**config.mk**
```make
export PLATFORM = sky130hd
export DESIGN_NAME = acc_cpu_core
export DESIGN_NICKNAME = d
export VERILOG_FILES = /design/src/rtl/acc_cpu_pkg.sv /design/src/rtl/acc_cpu_sequencer.sv /design/src/rtl/acc_cpu_alu.sv /design/src/rtl/acc_cpu_datapath.sv /design/src/rtl/acc_cpu_core.sv
export SDC_FILE = /design/constraint.sdc
export NUM_CORES = 1
export LEC_CHECK = 0
export BUFFER_PORTS_ARGS = -buffer_cell sky130_fd_sc_hd__buf_4
export CAP_MARGIN = 20
export CELL_PAD_IN_SITES_DETAIL_PLACEMENT = 1
export CELL_PAD_IN_SITES_GLOBAL_PLACEMENT = 2
export CORE_ASPECT_RATIO = 0.5
export CORE_MARGIN = 8
export CORE_UTILIZATION = 39
export DETAILED_ROUTE_END_ITERATION = 8
export GPL_ROUTABILITY_DRIVEN = 1
export GPL_TIMING_DRIVEN = 0
export PLACE_DENSITY_LB_ADDON = 0.1
export SETUP_SLACK_MARGIN = 0.5
export SLEW_MARGIN = 20
export SYNTH_ARGS = -nofsm -noshare
export SYNTH_HDL_FRONTEND = slang
export SYNTH_SLANG_ARGS = --single-unit
```
**constraint.sdc**
```tcl
create_clock -name clk -period 6.45 [get_ports clk]
set_input_delay 0 -clock clk [delete_from_list [all_inputs] [get_ports clk]]
set_output_delay 0 -clock clk [all_outputs]
set_load 0.02 [all_outputs]
```
**src/rtl/acc_cpu_pkg.sv**
```systemverilog
package acc_cpu_pkg;

  localparam int DATA_W = 16;
  localparam int ADDR_W = 8;
  localparam int OP_W   = 8;
  localparam int CAR_W  = 6;
  localparam int CW_W   = 32;
  localparam int MAX_OP = 12;

  // fixed control-store entry points
  localparam logic [CAR_W-1:0] UA_DISPATCH = CAR_W'(3);
  localparam logic [CAR_W-1:0] UA_HALT     = CAR_W'(15);
  localparam logic [CAR_W-1:0] UA_NOP      = CAR_W'(16);
  localparam logic [CAR_W-1:0] UA_STORE    = CAR_W'(20);
  localparam logic [CAR_W-1:0] UA_BIN_LO   = CAR_W'(24);
  localparam logic [CAR_W-1:0] UA_BIN_HI   = CAR_W'(47);
  localparam logic [CAR_W-1:0] UA_NOT      = CAR_W'(48);
  localparam logic [CAR_W-1:0] UA_SHR      = CAR_W'(50);
  localparam logic [CAR_W-1:0] UA_SHL      = CAR_W'(52);
  localparam logic [CAR_W-1:0] UA_JMP      = CAR_W'(54);
  localparam logic [OP_W-1:0]  NOP_OFFSET  = OP_W'(13);

  typedef enum logic [1:0] {
    SEQ_NEXT     = 2'd0,
    SEQ_JUMP     = 2'd1,
    SEQ_DISPATCH = 2'd2,
    SEQ_FETCH    = 2'd3
  } seq_e;

  typedef enum logic [3:0] {
    ALU_NONE = 4'h0,
    ALU_ADD  = 4'h3,
    ALU_SUB  = 4'h4,
    ALU_AND  = 4'h6,
    ALU_OR   = 4'h7,
    ALU_NOT  = 4'h8,
    ALU_SHR  = 4'h9,
    ALU_SHL  = 4'hA,
    ALU_MUL  = 4'hB
  } alu_e;

  typedef struct packed {
    logic [6:0] rsvd;
    seq_e       seq;
    logic       br_load;
    logic       ir_load;
    logic       mbr_from_acc;
    logic       mar_from_pc;
    logic       mar_from_mbr;
    logic       mem_wr;
    logic       mem_rd;
    alu_e       alu;
    logic       acc_clr;
    logic       pc_jcond;
    logic       pc_inc;
    logic       pc_clr;
    logic [7:0] target;
  } ctrl_t;

  // accumulator arithmetic
  function automatic logic [DATA_W-1:0] alu_calc(input alu_e op,
                                                 input logic [DATA_W-1:0] a,
                                                 input logic [DATA_W-1:0] b);
    logic [2*DATA_W-1:0] prod;
    prod = a * b;
    case (op)
      ALU_ADD: return a + b;
      ALU_SUB: return a - b;
      ALU_AND: return a & b;
      ALU_OR:  return a | b;
      ALU_NOT: return ~a;
      ALU_SHR: return {1'b0, a[DATA_W-1:1]};
      ALU_SHL: return {a[DATA_W-2:0], 1'b0};
      ALU_MUL: return prod[DATA_W-1:0];
      default: return a;
    endcase
  endfunction

  // opcode to jump-table offset; undefined opcodes fall on the no-op slot
  function automatic logic [CAR_W-1:0] dispatch_offset(input logic [OP_W-1:0] op);
    if (op >= OP_W'(1) && op <= OP_W'(MAX_OP)) return op[CAR_W-1:0];
    return NOP_OFFSET[CAR_W-1:0];
  endfunction

  // jump-table entry to routine entry
  function automatic logic [CAR_W-1:0] routine_entry(input logic [CAR_W-1:0] slot);
    case (slot)
      CAR_W'(4):  return UA_STORE;
      CAR_W'(5):  return CAR_W'(24);
      CAR_W'(6):  return CAR_W'(28);
      CAR_W'(7):  return CAR_W'(32);
      CAR_W'(8):  return UA_JMP;
      CAR_W'(9):  return CAR_W'(36);
      CAR_W'(10): return CAR_W'(40);
      CAR_W'(11): return UA_NOT;
      CAR_W'(12): return UA_SHR;
      CAR_W'(13): return UA_SHL;
      CAR_W'(14): return CAR_W'(44);
      default:    return UA_HALT;
    endcase
  endfunction

  // operation of each four-step memory-operand routine group
  function automatic alu_e group_op(input logic [CAR_W-1:0] a);
    case (a[CAR_W-1:2])
      4'(6):   return ALU_ADD;   // load: clear then add
      4'(7):   return ALU_ADD;
      4'(8):   return ALU_SUB;
      4'(9):   return ALU_AND;
      4'(10):  return ALU_OR;
      default: return ALU_MUL;
    endcase
  endfunction

  // control store contents
  function automatic ctrl_t ucode(input logic [CAR_W-1:0] a);
    ctrl_t c;
    c = '0;
    if (a >= CAR_W'(4) && a <= UA_HALT) begin
      c.seq    = SEQ_JUMP;
      c.target = 8'(routine_entry(a));
    end else if (a >= UA_BIN_LO && a <= UA_BIN_HI) begin
      case (a[1:0])
        2'd0: c.mar_from_mbr = 1'b1;
        2'd1: begin
          c.mem_rd  = 1'b1;
          c.pc_inc  = 1'b1;
          c.acc_clr = (a[CAR_W-1:2] == 4'(6));
        end
        2'd2: c.br_load = 1'b1;
        default: begin
          c.alu = group_op(a);
          c.seq = SEQ_FETCH;
        end
      endcase
    end else begin
      case (a)
        CAR_W'(0): c.mar_from_pc = 1'b1;
        CAR_W'(1): c.mem_rd      = 1'b1;
        CAR_W'(2): c.ir_load     = 1'b1;
        UA_DISPATCH: c.seq       = SEQ_DISPATCH;
        UA_NOP: begin
          c.pc_inc = 1'b1;
          c.seq    = SEQ_FETCH;
        end
        UA_STORE: c.mar_from_mbr = 1'b1;
        CAR_W'(21): begin
          c.mbr_from_acc = 1'b1;
          c.pc_inc       = 1'b1;
        end
        CAR_W'(22): begin
          c.mem_wr = 1'b1;
          c.seq    = SEQ_FETCH;
        end
        UA_NOT, UA_SHR, UA_SHL: begin
          c.alu    = (a == UA_NOT) ? ALU_NOT : ((a == UA_SHR) ? ALU_SHR : ALU_SHL);
          c.pc_inc = 1'b1;
          c.seq    = SEQ_FETCH;
        end
        UA_JMP: begin
          c.pc_jcond = 1'b1;
          c.seq      = SEQ_FETCH;
        end
        default: c = '0;
      endcase
    end
    return c;
  endfunction

endpackage

```
**src/rtl/acc_cpu_sequencer.sv**
```systemverilog
module acc_cpu_sequencer
  import acc_cpu_pkg::*;
#(
  parameter int SEQ_CAR_W = CAR_W,
  parameter int SEQ_OP_W  = OP_W
) (
  input  logic                  clk,
  input  logic                  rst,
  input  logic [SEQ_OP_W-1:0]   opcode,
  output ctrl_t                 ctrl,
  output logic [SEQ_CAR_W-1:0]  car,
  output logic                  dispatch_fire,
  output logic                  halted
);

  logic [SEQ_CAR_W-1:0] car_q;
  logic [SEQ_CAR_W-1:0] car_d;

  assign ctrl          = ucode(car_q);
  assign dispatch_fire = (ctrl.seq == SEQ_DISPATCH);
  assign halted        = (car_q == UA_HALT);
  assign car           = car_q;

  always_comb begin
    unique case (ctrl.seq)
      SEQ_NEXT:     car_d = car_q + SEQ_CAR_W'(1);
      SEQ_JUMP:     car_d = ctrl.target[SEQ_CAR_W-1:0];
      SEQ_DISPATCH: car_d = car_q + dispatch_offset(opcode);
      default:      car_d = '0;
    endcase
  end

  always_ff @(posedge clk) begin
    if (rst) car_q <= '0;
    else     car_q <= car_d;
  end

endmodule

```
**src/rtl/acc_cpu_alu.sv**
```systemverilog
module acc_cpu_alu
  import acc_cpu_pkg::*;
#(
  parameter int ALU_W = DATA_W
) (
  input  alu_e             op,
  input  logic [ALU_W-1:0] acc,
  input  logic [ALU_W-1:0] operand,
  output logic [ALU_W-1:0] result,
  output logic             writes_acc
);

  assign result     = alu_calc(op, acc, operand);
  assign writes_acc = (op != ALU_NONE);

endmodule

```
**src/rtl/acc_cpu_datapath.sv**
```systemverilog
module acc_cpu_datapath
  import acc_cpu_pkg::*;
#(
  parameter int DP_DATA_W = DATA_W,
  parameter int DP_ADDR_W = ADDR_W,
  parameter int DP_OP_W   = OP_W
) (
  input  logic                 clk,
  input  logic                 rst,
  input  ctrl_t                ctrl,
  input  logic [DP_DATA_W-1:0] mem_rdata,
  output logic [DP_ADDR_W-1:0] pc,
  output logic [DP_ADDR_W-1:0] mar,
  output logic [DP_DATA_W-1:0] mbr,
  output logic [DP_OP_W-1:0]   ir,
  output logic [DP_DATA_W-1:0] acc,
  output logic                 jump_taken
);

  logic [DP_DATA_W-1:0] br_q;
  logic [DP_DATA_W-1:0] alu_res;
  logic                 alu_wr;

  acc_cpu_alu #(.ALU_W(DP_DATA_W)) u_alu (
    .op         (ctrl.alu),
    .acc        (acc),
    .operand    (br_q),
    .result     (alu_res),
    .writes_acc (alu_wr)
  );

  assign jump_taken = ctrl.pc_jcond && !acc[DP_DATA_W-1];

  // program counter
  always_ff @(posedge clk) begin
    if (rst || ctrl.pc_clr)             pc <= '0;
    else if (jump_taken)                pc <= mbr[DP_ADDR_W-1:0];
    else if (ctrl.pc_inc || ctrl.pc_jcond) pc <= pc + DP_ADDR_W'(1);
  end

  // accumulator
  always_ff @(posedge clk) begin
    if (rst || ctrl.acc_clr) acc <= '0;
    else if (alu_wr)         acc <= alu_res;
  end

  // address, buffer, opcode and operand registers
  always_ff @(posedge clk) begin
    if (rst) begin
      mar  <= '0;
      mbr  <= '0;
      ir   <= '0;
      br_q <= '0;
    end else begin
      if (ctrl.mar_from_pc)       mar <= pc;
      else if (ctrl.mar_from_mbr) mar <= mbr[DP_ADDR_W-1:0];
      if (ctrl.mem_rd)            mbr <= mem_rdata;
      else if (ctrl.mbr_from_acc) mbr <= acc;
      if (ctrl.ir_load)           ir  <= mbr[DP_DATA_W-1 -: DP_OP_W];
      if (ctrl.br_load)           br_q <= mbr;
    end
  end

endmodule

```
**src/rtl/acc_cpu_core.sv**
```systemverilog
module acc_cpu_core
  import acc_cpu_pkg::*;
#(
  parameter int CORE_DATA_W = DATA_W,
  parameter int CORE_ADDR_W = ADDR_W
) (
  input  logic                   clk,
  input  logic                   rst,
  output logic [CORE_ADDR_W-1:0] mem_addr,
  output logic                   mem_rd,
  output logic                   mem_we,
  output logic [CORE_DATA_W-1:0] mem_wdata,
  input  logic [CORE_DATA_W-1:0] mem_rdata,
  output logic                   halted
);

  ctrl_t                  ctrl;
  logic [CAR_W-1:0]       car;
  logic                   dispatch_fire;
  logic                   jump_taken;
  logic [CORE_ADDR_W-1:0] pc;
  logic [CORE_ADDR_W-1:0] mar;
  logic [CORE_DATA_W-1:0] mbr;
  logic [OP_W-1:0]        ir;
  logic [CORE_DATA_W-1:0] acc;
  logic                   jump_step;

  acc_cpu_sequencer #(.SEQ_CAR_W(CAR_W), .SEQ_OP_W(OP_W)) u_seq (
    .clk           (clk),
    .rst           (rst),
    .opcode        (ir),
    .ctrl          (ctrl),
    .car           (car),
    .dispatch_fire (dispatch_fire),
    .halted        (halted)
  );

  acc_cpu_datapath #(
    .DP_DATA_W (CORE_DATA_W),
    .DP_ADDR_W (CORE_ADDR_W),
    .DP_OP_W   (OP_W)
  ) u_dp (
    .clk        (clk),
    .rst        (rst),
    .ctrl       (ctrl),
    .mem_rdata  (mem_rdata),
    .pc         (pc),
    .mar        (mar),
    .mbr        (mbr),
    .ir         (ir),
    .acc        (acc),
    .jump_taken (jump_taken)
  );

  assign jump_step = ctrl.pc_jcond;
  assign mem_addr  = mar;
  assign mem_rd    = ctrl.mem_rd;
  assign mem_we    = ctrl.mem_wr;
  assign mem_wdata = mbr;

endmodule

```
==> results.tsv, run 1 <==
metric	value	unit
cell area after synthesis	9690	um^2
Worst Hold Depth	2	
GP Congestion	0.901	
die width	239	um
initial core utilization	40.1	%
Syn Nets	1394	
Critical R2R Capture	u_dp.acc[15]$_SDFFE_PP0P_	
crit path kind	reg2reg	
largest net degree at the start of global routing	16	
combinational share of power	53.3	%
crit-path max FO	7	
grt peak-use layer	met2	
port bufs	44	
share of cells above drive strength 1	13.1	%
Sw Share	47.2	%
initial antenna violation count	0	
prevailing post-synth register cell	dfxtp_1	
nets	1471	
Distinct cells, synth	76	
Reg clk slew, reported paths	70	ps
worst reg2reg path startpoint	u_dp.acc[13]$_SDFFE_PP0P_	
Max-Cap Viols	0	
Vias/cell	5.57	
DR iter-0 viols	479	
global route overflow	0	
hold slack final	450	ps
Power Dens Cells	243	nW/um^2
outcome	finished, final reports clean	
routed len/inst	22.2	um
antenna viol nets, final	0	
commonest non-fill, non-tap cell in the layout	nand2_1	
internal power	1450	uW
Switching Power	1290	uW
Slew @ Worst Pin	852	ps
class of the worst hold path	reg2reg	
first-pass GRT wire length	56.4	mm
1st-pass router iterations	5	
RSZ-0062 raised after global routing	false	
met2 Usage GRT	40.5	%
CP dominant cell by count	fa_1	
Req. time, crit path	6660	ps
WP buf/inv	4	
Slew headroom	43.0	%
top cells by area, synth	dfxtp_1 (17%), fa_1 (17%), ha_1 (9.9%), nand2_1 (6.2%), xnor2_1 (5.0%)	
CTS tree	yes	
Final Max Slew Viols	0	
die area	30400	um^2
WHS Endpoint	u_seq.car[5]$_SDFF_PP0_	
fraction of registers with async set/reset	0	%
clock sink total	84	
htree depth	3	
Leakage	0.00481	uW
fin crit period	5820	ps
GR Layer Usage met1	31.3	%
Avg Cell Area, Syn	7.96	um^2
total core area	24200	um^2
number of core rows	40	
flop2flop setup slack	630	ps
CTS Buf Count	9	
slowest cell delay on critical path	620	ps
CP arrival	6030	ps
dpl hpwl	27.5	mm
vias in the first global route	9687	
# DRC	0	
total wire length after detailed routing	36.3	mm
Layout area overhead	16.2	%
Post-DP Area	10400	um^2
clk_lat worst skew	360	ps
overall routing resource usage	23.9	%
FF+latch count, synth	84	
Synth top area share	17.4	%
clock share of power	18.5	%
max frequency	172	MHz
met3 Usage GRT	3.95	%
CP delay by family, top	adder cells	
Final Hold Viols	0	
final worst path period share	90.3	%
Post-Syn Instances	1217	
most frequent cells in the layout	nand2_1 (161), inv_1 (124), nor2_1 (85), a21oi_1 (81), fa_1 (81)	
biggest area consumer among synthesized cells	dfxtp_1	
Layout Skew	11.3	ps
startpoint type of the worst setup path	flip-flop	
Die Height	127	um
clk root buf	clkbuf_16	
worst vdd ir	0.234	mV
R2R depth	20	
CP max stage cell	dfxtp_1	
Ys Warns	0	
Worst setup EP type	flip-flop	
setup violators final	0	
crit-path cells	inv_1 -> nor2_1 -> fa_1 -> inv_1 -> fa_1 -> inv_1 -> fa_1 -> fa_1 -> inv_1 -> fa_1 -> fa_2 -> xnor2_2 -> xnor2_1 -> xnor2_1 -> xnor2_1 -> xnor3_1 -> xnor2_2 -> a221o_1 -> o211ai_2 -> a21oi_2	
Seq pwr share	28.2	%
sequential area share after synthesis	17.4	%
Vias	9125	
Post-synth EDFFs	0	
finished layout cell area	11300	um^2
io pins	45	
Max Root-Sink Buffers	2	
-- final cells by class --
| cell class | count | area (um^2) |
|---|---|---|
| Buffer | 78 | 547 |
| Inverter | 124 | 465 |
| Fill cell | 2934 | 12900 |
| Timing Repair Buffer | 66 | 538 |
| Sequential cell | 84 | 1710 |
| Clock inverter | 7 | 52.6 |
| Multi-Input combinational cell | 931 | 7290 |
| Clock buffer | 9 | 225 |
| Tap cell | 336 | 420 |
| Antenna cell | 2 | 5.00 |
-- Yosys cell counts, types with 4 or more instances --
cell and number:
fa_1 82, and3_1 6, nand2_1 161, o31ai_1 4, o2111ai_1 8, a311oi_1 9
nand3_1 24, a21oi_1 86, nor2b_1 12, buf_2 24, nor4_1 5, o21a_1 12
or3_1 5, a211oi_1 21, a22oi_1 16, a211o_1 4, mux2i_1 16, or2_2 7
clkbuf_1 50, nand4_1 4, inv_1 124, a31oi_1 7, ha_1 77, a21o_1 11
nor3_1 14, and2_1 67, a21oi_2 5, dfxtp_1 84, nor3_2 5, xnor2_1 55
a221oi_1 8, o21ai_0 31, xor2_1 10, o211ai_1 8, nand2b_1 12, nor2_1 85
-- worst min-delay path: stages (launching register included) --
cell and delay (ps):
dfxtp_1 300, nand2_1 60, a21oi_1 60
-- state kept, by name (all words and copies together) (netlist names), named ones only --
signal     flops
u_dp.br_q     16
u_seq.car      6
u_dp.acc      16
u_dp.pc        8
u_dp.ir        8
u_dp.mar       8
u_dp.mbr      16
-- timing repair --
item                                    in CTS  in global routing
pin swaps                                    3                 11
endpoints found under the setup margin       9                  4
endpoints found under the hold margin       18                  0
setup buffers                                0                  5
gates resized for setup                     75                 41
hold buffers                                17                  0
-- logic make-up after synthesis --
group	after synthesis	share of synthesized area, %
AOI/OAI and AO/OA	256	17.5
xor gates and xnor gates	67	6.28
and+or+nand+nor	426	21.3
muxes	19	2.00
other	1	0.0387
buffers and inverters	202	8.33
DFF	84	17.4
adders and majority gates	162	27.2
-- through the flow --
| step | setup WS [ps] | total power (uW) | util [%] | instances | TNS (ps) |
|---|---|---|---|---|---|
| global route | 504 | 2920 | 46.5 | 1635 | 0 |
| CTS | 508 | 2730 | 45.9 | 1630 | 0 |
| detailed placement | -573 | 2210 | 43.2 | 1597 | -815 |
| finish | 628 | 2740 | 46.6 | 1637 | 0 |
| global placement | -509 | 2170 | 43.2 | 1597 | -691 |
| floorplan | 786 | 1720 | - | 1217 | 0 |
-- per-layer routing --
layer	routed length, um	share of wire [%]	up-vias
li1	-	-	4237
met1	16900	46	4640
met2	17200	47	210
met3	1600	4.4	38
met4	645	1.8	0
met5	0	0	-
-- power groups by stage --
stage	Sequential, uW	Combinational, uW	Clock [uW]
5_1_grt	780	1610	532
3_5_place_dp	778	1430	0
3_3_place_gp	777	1400	0
4_1_cts	767	1450	513
6_report	772	1460	507
2_1_floorplan	794	926	0
-- worst max path at each step --
stage | start | endpoint | slack (ps) | cells past startpoint
after global routing | u_dp.br_q[3]$_SDFFE_PP0P_ | u_dp.acc[15]$_SDFFE_PP0P_ | 500 | 20
after CTS | u_dp.br_q[6]$_SDFFE_PP0P_ | u_dp.acc[15]$_SDFFE_PP0P_ | 510 | 19
after floorplan | u_dp.acc[2]$_SDFFE_PP0P_ | u_dp.acc[15]$_SDFFE_PP0P_ | 790 | 20
final | u_dp.acc[13]$_SDFFE_PP0P_ | u_dp.acc[15]$_SDFFE_PP0P_ | 630 | 20
after detailed placement | u_dp.acc[1]$_SDFFE_PP0P_ | u_dp.acc[15]$_SDFFE_PP0P_ | -570 | 20
after global placement | u_dp.acc[1]$_SDFFE_PP0P_ | u_dp.acc[15]$_SDFFE_PP0P_ | -510 | 20
(Power assumes the default switching activity.)
==> inputs of run 2 (changes only) <==
CTS_BUF_LIST = sky130_fd_sc_hd__clkbuf_16   (was default)
MAX_ROUTING_LAYER = met4   (was default)
PLACE_DENSITY = 0.92   (was default)
PLACE_DENSITY_LB_ADDON = default   (was 0.1)
==> run 2 against run 1 <==
Hold slack got worse by 440 ps. Count of clock-buffer cells in the layout unchanged. Cell count unchanged. Final area about the same. Sequential power about the same. Non-clock buffer count increased by 2. Setup slack improved by 34 ps. Sequential share of layout area about the same. Clock power increased by 5.5%. Power increased by 1.4%. Largest cell class unchanged.
==> results.tsv, run 2 (synthesis gave the netlist of run 1 again) <==
metric	value	unit
port bufs	44	
Non-Filler Instances	1637	
global route overflow	0	
share of cells above drive strength 1	13.4	%
CTS tree	yes	
largest registers	u_dp.acc x16, u_dp.br_q x16, u_dp.mbr x16	
flop2flop setup slack	660	ps
CP arrival	5990	ps
GP Congestion	0.963	
Reg area	1710	um^2
Layout Skew	10.2	ps
DR iter-0 viols	590	
clk_lat worst skew	350	ps
crit path kind	reg2reg	
htree depth	3	
io pins	45	
nets	1473	
routed len/inst	22.4	um
Slew @ Worst Pin	813	ps
class of the worst hold path	in2reg	
Power Dens Cells	246	nW/um^2
Reg clk slew, reported paths	70	ps
antenna viol nets, final	0	
Req. time, crit path	6650	ps
Setup WS pre-CTS	-422	ps
CTS Buf Count	9	
Worst setup EP type	flip-flop	
Slew headroom	45.3	%
max frequency	173	MHz
Multi-input gate area	7290	um^2
startpoint type of the worst setup path	flip-flop	
fin crit period	5790	ps
total core area	24200	um^2
first-pass GRT wire length	56.9	mm
die area	30400	um^2
outcome	finished, final reports clean	
crit-path max FO	10	
Post-Place Cells	1597	
Die Height	127	um
vias in the first global route	10000	
Vias	9328	
largest net degree at the start of global routing	15	
worst vdd ir	0.271	mV
initial antenna violation count	1	
initial core utilization	40.1	%
total wire length after detailed routing	36.6	mm
# DRC	0	
RSZ-0062 raised after global routing	false	
Vias/cell	5.70	
Layout fillers	2909	
clock sink total	84	
clk root buf	clkbuf_16	
most frequent cells in the layout	nand2_1 (161), inv_1 (125), nor2_1 (85), a21oi_1 (83), fa_1 (81)	
number of core rows	40	
commonest non-fill, non-tap cell in the layout	nand2_1	
Max Root-Sink Buffers	2	
final worst path period share	89.7	%
1st-pass router iterations	9	
Core Util, Final	46.6	%
die width	239	um
overall routing resource usage	24.5	%
Final Max Slew Viols	0	
dpl hpwl	28.1	mm
Final Hold Viols	0	
setup violators final	0	
Layout area overhead	16.3	%
Leakage	0.00483	uW
Max-Cap Viols	0	
PnR worst setup slack	663	ps
-- run 2: changes by cell type in the layout (fill, tap and decap cells not counted), moves of 2 or more --
cell / delta
a21oi_2: -3
clkinv_2: -2
clkbuf_4: -3
a21oi_1: +2
buf_6: +6
clkbuf_8: -2
dfxtp_2: +4
clkinv_4: -2
buf_4: +6
ha_4: -2
dfxtp_1: -3
ha_1: +2
buf_8: -2
-- run 2: final cells by class --
class / count / share of cell area (%)
multi-input combinational: 931 / 64.7
tap: 336 / 3.73
sequential: 84 / 15.2
inverter: 124 / 4.13
clock buffer: 9 / 2.00
buffer: 78 / 4.72
antenna: 1 / 0.0222
timing repair buffer: 68 / 4.89
clock inverter: 6 / 0.589
-- run 2: path summary, 6_finish.rpt --
path	start	endpoint	depth (start not counted)
max	u_dp.acc[5]$_SDFFE_PP0P_	u_dp.acc[15]$_SDFFE_PP0P_	20
min	mem_rdata[5]	u_dp.mbr[5]$_SDFFE_PP0P_	3
min reg2reg	flip-flop	u_seq.car[5]$_SDFF_PP0_	2
max reg2reg	u_dp.acc[5]$_SDFFE_PP0P_	u_dp.acc[15]$_SDFFE_PP0P_	20
-- run 2: critical path, stage by stage, from the launching register on --
cell and delay (ps):
dfxtp_4 390, buf_4 200, and2_1 170, fa_1 530, inv_1 60, fa_1 560, fa_1 430, fa_1 500
inv_1 60, fa_1 530, inv_1 70, fa_1 560, inv_1 70, ha_4 270, a21oi_2 190, nor2b_2 90
o31ai_4 320, xnor2_2 150, a221o_1 320, o211ai_2 90, a21oi_2 80
-- run 2: per-stage QoR --
stage | TNS [ps] | hold WS [ps] | cell area, um^2 | power [uW]
floorplan | 0 | 143 | 9690 | 1720
global placement | -326 | 302 | 10400 | 2160
detailed placement | -572 | 313 | 10400 | 2210
CTS | 0 | 0.221 | 11100 | 2760
global route | 0 | 4.05 | 11300 | 2940
finish | 0 | 11.9 | 11300 | 2770
-- run 2: what timing repair did --
action	4_1_cts	5_1_grt
endpoints found under the setup margin	7	5
cloned	0	0
hold endpoints to repair	18	0
gates resized for setup	67	62
setup buffers	0	8
pin swaps	2	9
hold buffers	16	0
-- run 2: report_power, final --
group | internal (uW) | switching (uW) | total, uW
Combinational | 554 | 911 | 1460
Sequential | 630 | 145 | 775
Clock | 299 | 235 | 535
Total | 1480 | 1290 | 2770
-- run 2: routing by layer --
layer  track usage, %  vias to the layer above  wire (um)
met4             10.1                        0       1270
met3             5.36                       84       2440
met5                -                        -          0
met2             39.5                      285      17300
li1                 -                     4230          -
met1             29.5                     4729      15600
